<file path="src/rtl/pwm_dual_pkg.sv">
package pwm_dual_pkg;
  localparam int FIELD_STRIDE = 15;
  localparam int PRESC_W      = 4;
  localparam int BIT_EN       = 4;
  localparam int BIT_LVL      = 5;
  localparam int BIT_GATE     = 6;
  localparam int BIT_BYP      = 9;
  localparam int FIELD_W      = 10;
  localparam int READY_BASE   = 28;
  localparam int DIV_W        = 17;

  typedef logic [PRESC_W-1:0] presc_code_t;

  // prescaler code -> divide ratio; unlisted codes run undivided
  function automatic logic [DIV_W-1:0] div_of(presc_code_t code);
    logic [DIV_W-1:0] d;
    case (code)
      4'h0:    d = DIV_W'(120);
      4'h1:    d = DIV_W'(180);
      4'h2:    d = DIV_W'(240);
      4'h3:    d = DIV_W'(360);
      4'h4:    d = DIV_W'(480);
      4'h8:    d = DIV_W'(12000);
      4'h9:    d = DIV_W'(24000);
      4'hA:    d = DIV_W'(36000);
      4'hB:    d = DIV_W'(48000);
      4'hC:    d = DIV_W'(72000);
      default: d = DIV_W'(1);
    endcase
    return d;
  endfunction
endpackage

</file>
<file path="src/rtl/pwm_regs.sv">
module pwm_regs
  import pwm_dual_pkg::*;
#(
  parameter int NUM_CH = 2,
  parameter int CNT_W  = 16,
  parameter int DATA_W = 32,
  parameter int ADDR_W = 4
) (
  input  logic                          clk_i,
  input  logic                          rst_ni,
  input  logic                          we_i,
  input  logic [ADDR_W-1:0]             addr_i,
  input  logic [DATA_W-1:0]             wdata_i,
  output logic [DATA_W-1:0]             rdata_o,
  input  logic [NUM_CH-1:0]             ready_i,
  output presc_code_t [NUM_CH-1:0]      presc_o,
  output logic [NUM_CH-1:0]             en_o,
  output logic [NUM_CH-1:0]             lvl_o,
  output logic [NUM_CH-1:0]             gate_o,
  output logic [NUM_CH-1:0]             byp_o,
  output logic [NUM_CH-1:0][CNT_W-1:0]  prd_o,
  output logic [NUM_CH-1:0][CNT_W-1:0]  dty_o,
  output logic [NUM_CH-1:0]             upd_o
);
  function automatic logic [DATA_W-1:0] ctrl_mask();
    logic [DATA_W-1:0] m = '0;
    for (int c = 0; c < NUM_CH; c++) m[c*FIELD_STRIDE +: FIELD_W] = '1;
    return m;
  endfunction

  localparam logic [DATA_W-1:0] CtrlMask = ctrl_mask();

  logic [DATA_W-1:0]             ctrl_q;
  logic [NUM_CH-1:0][DATA_W-1:0] tim_q;
  logic                          ctrl_sel;

  assign ctrl_sel = (addr_i == '0);

  always_comb begin
    for (int c = 0; c < NUM_CH; c++)
      upd_o[c] = we_i && (addr_i == ADDR_W'(4 + 4*c));
  end

  always_ff @(posedge clk_i or negedge rst_ni) begin
    if (!rst_ni) begin
      ctrl_q <= '0;
      tim_q  <= '0;
    end else begin
      if (we_i && ctrl_sel) ctrl_q <= wdata_i & CtrlMask;
      for (int c = 0; c < NUM_CH; c++)
        if (upd_o[c]) tim_q[c] <= wdata_i;
    end
  end

  always_comb begin
    rdata_o = '0;
    if (ctrl_sel) begin
      rdata_o = ctrl_q;
      for (int c = 0; c < NUM_CH; c++) rdata_o[READY_BASE + c] = ready_i[c];
    end
    for (int c = 0; c < NUM_CH; c++)
      if (addr_i == ADDR_W'(4 + 4*c)) rdata_o = tim_q[c];
  end

  for (genvar g = 0; g < NUM_CH; g++) begin : g_fld
    localparam int Base = g * FIELD_STRIDE;
    assign presc_o[g] = ctrl_q[Base +: PRESC_W];
    assign en_o[g]    = ctrl_q[Base + BIT_EN];
    assign lvl_o[g]   = ctrl_q[Base + BIT_LVL];
    assign gate_o[g]  = ctrl_q[Base + BIT_GATE];
    assign byp_o[g]   = ctrl_q[Base + BIT_BYP];
    assign prd_o[g]   = tim_q[g][CNT_W +: CNT_W];
    assign dty_o[g]   = tim_q[g][0 +: CNT_W];
  end
endmodule

</file>
<file path="src/rtl/pwm_presc.sv">
module pwm_presc
  import pwm_dual_pkg::*;
(
  input  logic        clk_i,
  input  logic        rst_ni,
  input  logic        run_i,
  input  presc_code_t code_i,
  output logic        tick_o
);
  logic [DIV_W-1:0] div;
  logic [DIV_W-1:0] pcnt_q;

  assign div    = div_of(code_i);
  assign tick_o = run_i && (pcnt_q == div - DIV_W'(1));

  always_ff @(posedge clk_i or negedge rst_ni) begin
    if (!rst_ni)     pcnt_q <= '0;
    else if (!run_i) pcnt_q <= '0;
    else if (tick_o) pcnt_q <= '0;
    else             pcnt_q <= pcnt_q + DIV_W'(1);
  end
endmodule

</file>
<file path="src/rtl/pwm_chan.sv">
module pwm_chan
  import pwm_dual_pkg::*;
#(
  parameter int CNT_W = 16
) (
  input  logic             clk_i,
  input  logic             rst_ni,
  input  presc_code_t      presc_i,
  input  logic             en_i,
  input  logic             lvl_i,
  input  logic             gate_i,
  input  logic             byp_i,
  input  logic             upd_i,
  input  logic [CNT_W-1:0] prd_i,
  input  logic [CNT_W-1:0] dty_i,
  output logic             wave_o,
  output logic             ready_o,
  output logic             run_o,
  output logic [CNT_W-1:0] cnt_o,
  output logic [CNT_W-1:0] prd_cur_o,
  output logic [CNT_W-1:0] dty_cur_o
);
  logic             run, tick, wrap, load;
  logic             pend_q;
  logic [CNT_W-1:0] cnt_q, prd_cur_q, dty_cur_q;

  assign run = gate_i && en_i && !byp_i;

  pwm_presc u_presc (
    .clk_i  (clk_i),
    .rst_ni (rst_ni),
    .run_i  (run),
    .code_i (presc_i),
    .tick_o (tick)
  );

  assign wrap = tick && (cnt_q == prd_cur_q);
  // idle channel follows the shadow; running one only at wrap
  assign load = !run || (wrap && pend_q);

  always_ff @(posedge clk_i or negedge rst_ni) begin
    if (!rst_ni) begin
      cnt_q     <= '0;
      prd_cur_q <= '0;
      dty_cur_q <= '0;
      pend_q    <= 1'b0;
    end else begin
      if (!run)      cnt_q <= '0;
      else if (tick) cnt_q <= wrap ? '0 : cnt_q + CNT_W'(1);
      if (load) begin
        prd_cur_q <= prd_i;
        dty_cur_q <= dty_i;
      end
      if (upd_i)     pend_q <= 1'b1;
      else if (load) pend_q <= 1'b0;
    end
  end

  assign wave_o    = (run && (cnt_q < dty_cur_q)) ? lvl_i : !lvl_i;
  assign ready_o   = !pend_q;
  assign run_o     = run;
  assign cnt_o     = cnt_q;
  assign prd_cur_o = prd_cur_q;
  assign dty_cur_o = dty_cur_q;
endmodule

</file>
<file path="src/rtl/pwm_dual_ctrl.sv">
module pwm_dual_ctrl
  import pwm_dual_pkg::*;
#(
  parameter int NUM_CH = 2,
  parameter int CNT_W  = 16,
  parameter int DATA_W = 32,
  parameter int ADDR_W = 4
) (
  input  logic              clk_i,
  input  logic              rst_ni,
  input  logic              bus_we_i,
  input  logic [ADDR_W-1:0] bus_addr_i,
  input  logic [DATA_W-1:0] bus_wdata_i,
  output logic [DATA_W-1:0] bus_rdata_o,
  output logic [NUM_CH-1:0] pwm_o
);
  presc_code_t [NUM_CH-1:0]     presc_w;
  logic [NUM_CH-1:0]            en_w, lvl_w, gate_w, byp_w, upd_w;
  logic [NUM_CH-1:0]            ready_w, run_w, wave_w;
  logic [NUM_CH-1:0][CNT_W-1:0] prd_w, dty_w, cnt_w, prd_cur_w, dty_cur_w;

  pwm_regs #(
    .NUM_CH (NUM_CH),
    .CNT_W  (CNT_W),
    .DATA_W (DATA_W),
    .ADDR_W (ADDR_W)
  ) u_regs (
    .clk_i   (clk_i),
    .rst_ni  (rst_ni),
    .we_i    (bus_we_i),
    .addr_i  (bus_addr_i),
    .wdata_i (bus_wdata_i),
    .rdata_o (bus_rdata_o),
    .ready_i (ready_w),
    .presc_o (presc_w),
    .en_o    (en_w),
    .lvl_o   (lvl_w),
    .gate_o  (gate_w),
    .byp_o   (byp_w),
    .prd_o   (prd_w),
    .dty_o   (dty_w),
    .upd_o   (upd_w)
  );

  for (genvar g = 0; g < NUM_CH; g++) begin : g_ch
    pwm_chan #(.CNT_W(CNT_W)) u_chan (
      .clk_i     (clk_i),
      .rst_ni    (rst_ni),
      .presc_i   (presc_w[g]),
      .en_i      (en_w[g]),
      .lvl_i     (lvl_w[g]),
      .gate_i    (gate_w[g]),
      .byp_i     (byp_w[g]),
      .upd_i     (upd_w[g]),
      .prd_i     (prd_w[g]),
      .dty_i     (dty_w[g]),
      .wave_o    (wave_w[g]),
      .ready_o   (ready_w[g]),
      .run_o     (run_w[g]),
      .cnt_o     (cnt_w[g]),
      .prd_cur_o (prd_cur_w[g]),
      .dty_cur_o (dty_cur_w[g])
    );
    // pass-through overrides every other channel setting
    assign pwm_o[g] = byp_w[g] ? clk_i : wave_w[g];
  end
endmodule

</file>
<file path="config.mk">
export PLATFORM = sky130hd
export DESIGN_NAME = pwm_dual_ctrl
export DESIGN_NICKNAME = d
export VERILOG_FILES = /design/src/rtl/pwm_dual_pkg.sv /design/src/rtl/pwm_regs.sv /design/src/rtl/pwm_presc.sv /design/src/rtl/pwm_chan.sv /design/src/rtl/pwm_dual_ctrl.sv
export SDC_FILE = /design/constraint.sdc
export NUM_CORES = 1
export LEC_CHECK = 0
export BUFFER_PORTS_ARGS = -buffer_cell sky130_fd_sc_hd__clkbuf_2
export CORE_UTILIZATION = 55
export DETAILED_ROUTE_END_ITERATION = 8
export GPL_ROUTABILITY_DRIVEN = 0
export PLACE_DENSITY = 0.72
export SYNTH_ARGS = -nofsm -noshare
export SYNTH_HDL_FRONTEND = slang
export SYNTH_SLANG_ARGS = --single-unit
</file>
<file path="constraint.sdc">
create_clock -name clk_i -period 5 [get_ports clk_i]
set_input_delay 0.5 -clock clk_i [delete_from_list [all_inputs] [get_ports clk_i]]
set_output_delay 0.5 -clock clk_i [all_outputs]
set_load 0.01 [all_outputs]
</file>
==> flow_summary.ini <==
[layout]
fin_nets = 1219
final_cell_mix = 216 x dfrtp_1, 153 x mux2_2, 80 x nor2_1
layout-drive-gt1-share_pct = 25.9
fin_area_sq_mm = 0.0133
syn_to_final_growth_pct = 13.0
final_common_cell = dfrtp_1

[worst_setup_path]
slowest_delay_ps = 780
critPathMostFrequentCell = ha_1
cp_data_required_time_ps = 5510
worstSetupPathType = reg -> reg
end_kind = flip-flop
cp_slowest_cell = or4_1
crit_chain = inv_1, ha_1, nand2b_1, ha_1, xnor2_1, a31o_2, a221oi_1, nand4_1, nand3b_1, or4_1, o21a_1, buf_4, mux2_1
arrival_ps = 4740
r2r-start = u_regs.ctrl_q[15]
path_max_fanout = 32
startpoint_type = flip-flop
setup.worst_path.start = u_regs.ctrl_q[15]

[worst_hold_path]
hold_class = in -> reg
min_from = bus_wdata_i[27]

[drt]
vias_per_cell = 6.05
drcViolationCount = 0
wl_per_cell_microns = 19.4
via_count = 8669
ant_nets = 0
first_pass_iters = 6
drt_wl_total_microns = 27800
drt_iter0_markers = 521

[global_route]
grt_pass1_wl_microns = 45100
grt_pass1_vias = 8465
grt_max_degree = 117
grt_overflow_total = 0
antenna_found_initial = 1
grt_use_total_pct = 26.3

[floorplan]
fp-row-count = 53
core_sq_mm = 0.0210
initial_core_util_pct = 56.0
die_area_sq_mm = 0.0220
die_y_microns = 148
die_w_microns = 148
io_pins = 73

[sta]
slew_viol_final = 0
worst_pin_slew_ps = 1270
grt_setup_unrepaired = no
fin_ws_ps = 763
clock_skew_ps = 7.61
timing.setup.tns_ps = 0
fmaxAchievable_ghz = 0.236
slew_headroom_pct = 14.5
fin_crit_ps = 4240
setup_viol = 0
holdWs_ps = 125
fin_crit_sh_pct = 84.7
final_hold_viol_count = 0

[clock_tree]
cts_tree = yes
clock_latency_ps = 620
postCtsSetupBuffers = 0
clkTransAtPathRegs_ps = 60
cts-resized-gates = 0

[synth]
synth_top_family_by_area = multiplexers
async_flop_share_pct = 100
synth-edff-count = 0
yosysSeqAreaShare_pct = 46.0
synth.distinct_cells = 71
syn_nets = 1158
synth-compound-area-share_pct = 10.7
synth_fa_ha_area_share_pct = 4.47
synth_top_cell_by_area = dfrtp_1
synth-simple-area-share_pct = 12.9
synth-xor-area-share_pct = 6.33
yosysWarnings = 0
synth.mux.area_fraction_pct = 15.3
syn_inst = 1077
syn_area_sq_mm = 0.0118
synth_area_per_cell_sq_um = 10.9
synth_ff_type = dfrtp_1
ys_ff_latch = 216
synth_top_cells_by_area = dfrtp_1 46%, mux2_2 15%, xnor2_1 4.6%, ha_1 4.5%, nor2_1 2.6%
synth_top_area_share_pct = 46.0

[place]
place_area_sq_mm = 0.0123
numPortBuffers = 72
dp_slack_ps = 797
hpwlAfterDp_microns = 19200

[power]
pwr-share-seq_pct = 43.0
p_switching_uw = 1610
power_frac_comb_pct = 20.4
internal_power_uw = 3970
p_clk_share_pct = 36.6
ir_worst_vdd_mv = 0.307
p_leak_uw = 0.00606
netSwitchingFraction_pct = 28.9
power_per_cell_area_mw_per_mm2 = 420

[run]
drv_cap = 0

[status]
status = completed
cell type report:
type,count,area (sq um)
multi-input combinational,741,5890
tap,275,344
timing repair buffer,82,453
clock inverter,9,116
sequential,216,5410
inverter,67,251
fill,1679,7720
clock buffer,41,836
antenna,1,2.50
cells in the mapped netlist, types with 5 or more instances:
library cell and count:
xor2_1 23, dfrtp_1 216, nand4_1 18, nand3b_1 7
ha_1 42, nor2b_1 6, and3_1 25, a31oi_1 7
nor4b_1 5, nand2b_1 17, mux2_2 153, nand3_1 27
nor4_1 5, o211ai_1 8, inv_1 68, o21ai_0 43
nor3_1 9, a21o_1 17, a22o_1 11, o21ai_1 6
buf_2 11, a222oi_1 20, o21a_1 5, xnor2_1 62
nand2_1 39, or4_1 6, mux2i_1 7, buf_6 5
nor2_1 80, nor3b_2 9, a21oi_1 23, clkbuf_1 30
or3_1 6
registers in the layout (all words and copies together) (netlist names):
| register | count |
|---|---|
| g_ch.u_chan.cnt_o | 32 |
| g_ch.u_chan.dty_cur_o | 32 |
| g_ch.u_chan.pend_q | 2 |
| g_ch.u_chan.prd_cur_o | 32 |
| g_ch.u_chan.u_presc.pcnt_q | 34 |
| u_regs.ctrl_q | 20 |
| u_regs.dty_o | 32 |
| u_regs.prd_o | 32 |
power by group through the flow:
stage | sequential [uW] | clock, uW | combinational, uW
after floorplan | 2260 | 19.9 | 931
after global placement | 2410 | 28.2 | 1100
after detailed placement | 2420 | 28.2 | 1130
after CTS | 2400 | 2080 | 1140
after global routing | 2440 | 2160 | 1270
final | 2400 | 2040 | 1140
stage by stage:
stage               instances  power, uW  utilization, %
floorplan                1077       3210               -
global placement         1383       3530            58.7
detailed placement       1383       3580            58.7
CTS                      1431       5620            63.2
global route             1432       5870            63.3
finish                   1432       5580            63.3
routing by layer:
metal / global-route usage, % / vias up / part of all wire (%)
met4: 7.22 / 0 / 2.3
met1: 37.0 / 4394 / 45
met3: 4.60 / 45 / 5.1
met2: 41.8 / 229 / 47
met5: 0 / - / 0
li1: - / 4001 / -
logic make-up after synthesis:
logic type               after synthesis
adder cells (fa/ha/maj)               42
multiplexers                         161
AND/OR/NAND/NOR                      275
AO/OA/AOI/OAI                        178
flip-flops                           216
XOR/XNOR                              85
buffers and inverters                120
final timing paths:
path	cells after the start	slack [ps]	end
worst max register to register	13	760	g_ch[1].u_chan.dty_cur_o[4]
worst max-delay path	13	760	g_ch[1].u_chan.dty_cur_o[4]
worst min register to register	1	500	g_ch[1].u_chan.dty_cur_o[4]
worst min-delay path	2	130	u_regs.prd_o[27]
min in group asynchronous	2	530	g_ch[0].u_chan.cnt_o[10]
max in group asynchronous	3	3190	g_ch[1].u_chan.u_presc.pcnt_q[8]
worst max-delay path: cells and delay by family, from the launching register on:
| family | cells | cell delay, ps |
|---|---|---|
| AOI/OAI and AO/OA | 3 | 720 |
| xor gates and xnor gates | 1 | 120 |
| adders and majority gates | 2 | 670 |
| buffers and inverters | 2 | 340 |
| DFF | 1 | 500 |
| muxes | 1 | 360 |
| and+or+nand+nor | 4 | 1390 |
what timing repair did:
action / 4_1_cts / 5_1_grt
endpoints found under the setup margin: 0 / 0
hold endpoints to repair: 23 / 0
hold buffers: 1 / 0
Power figures use the tool's default switching activity.
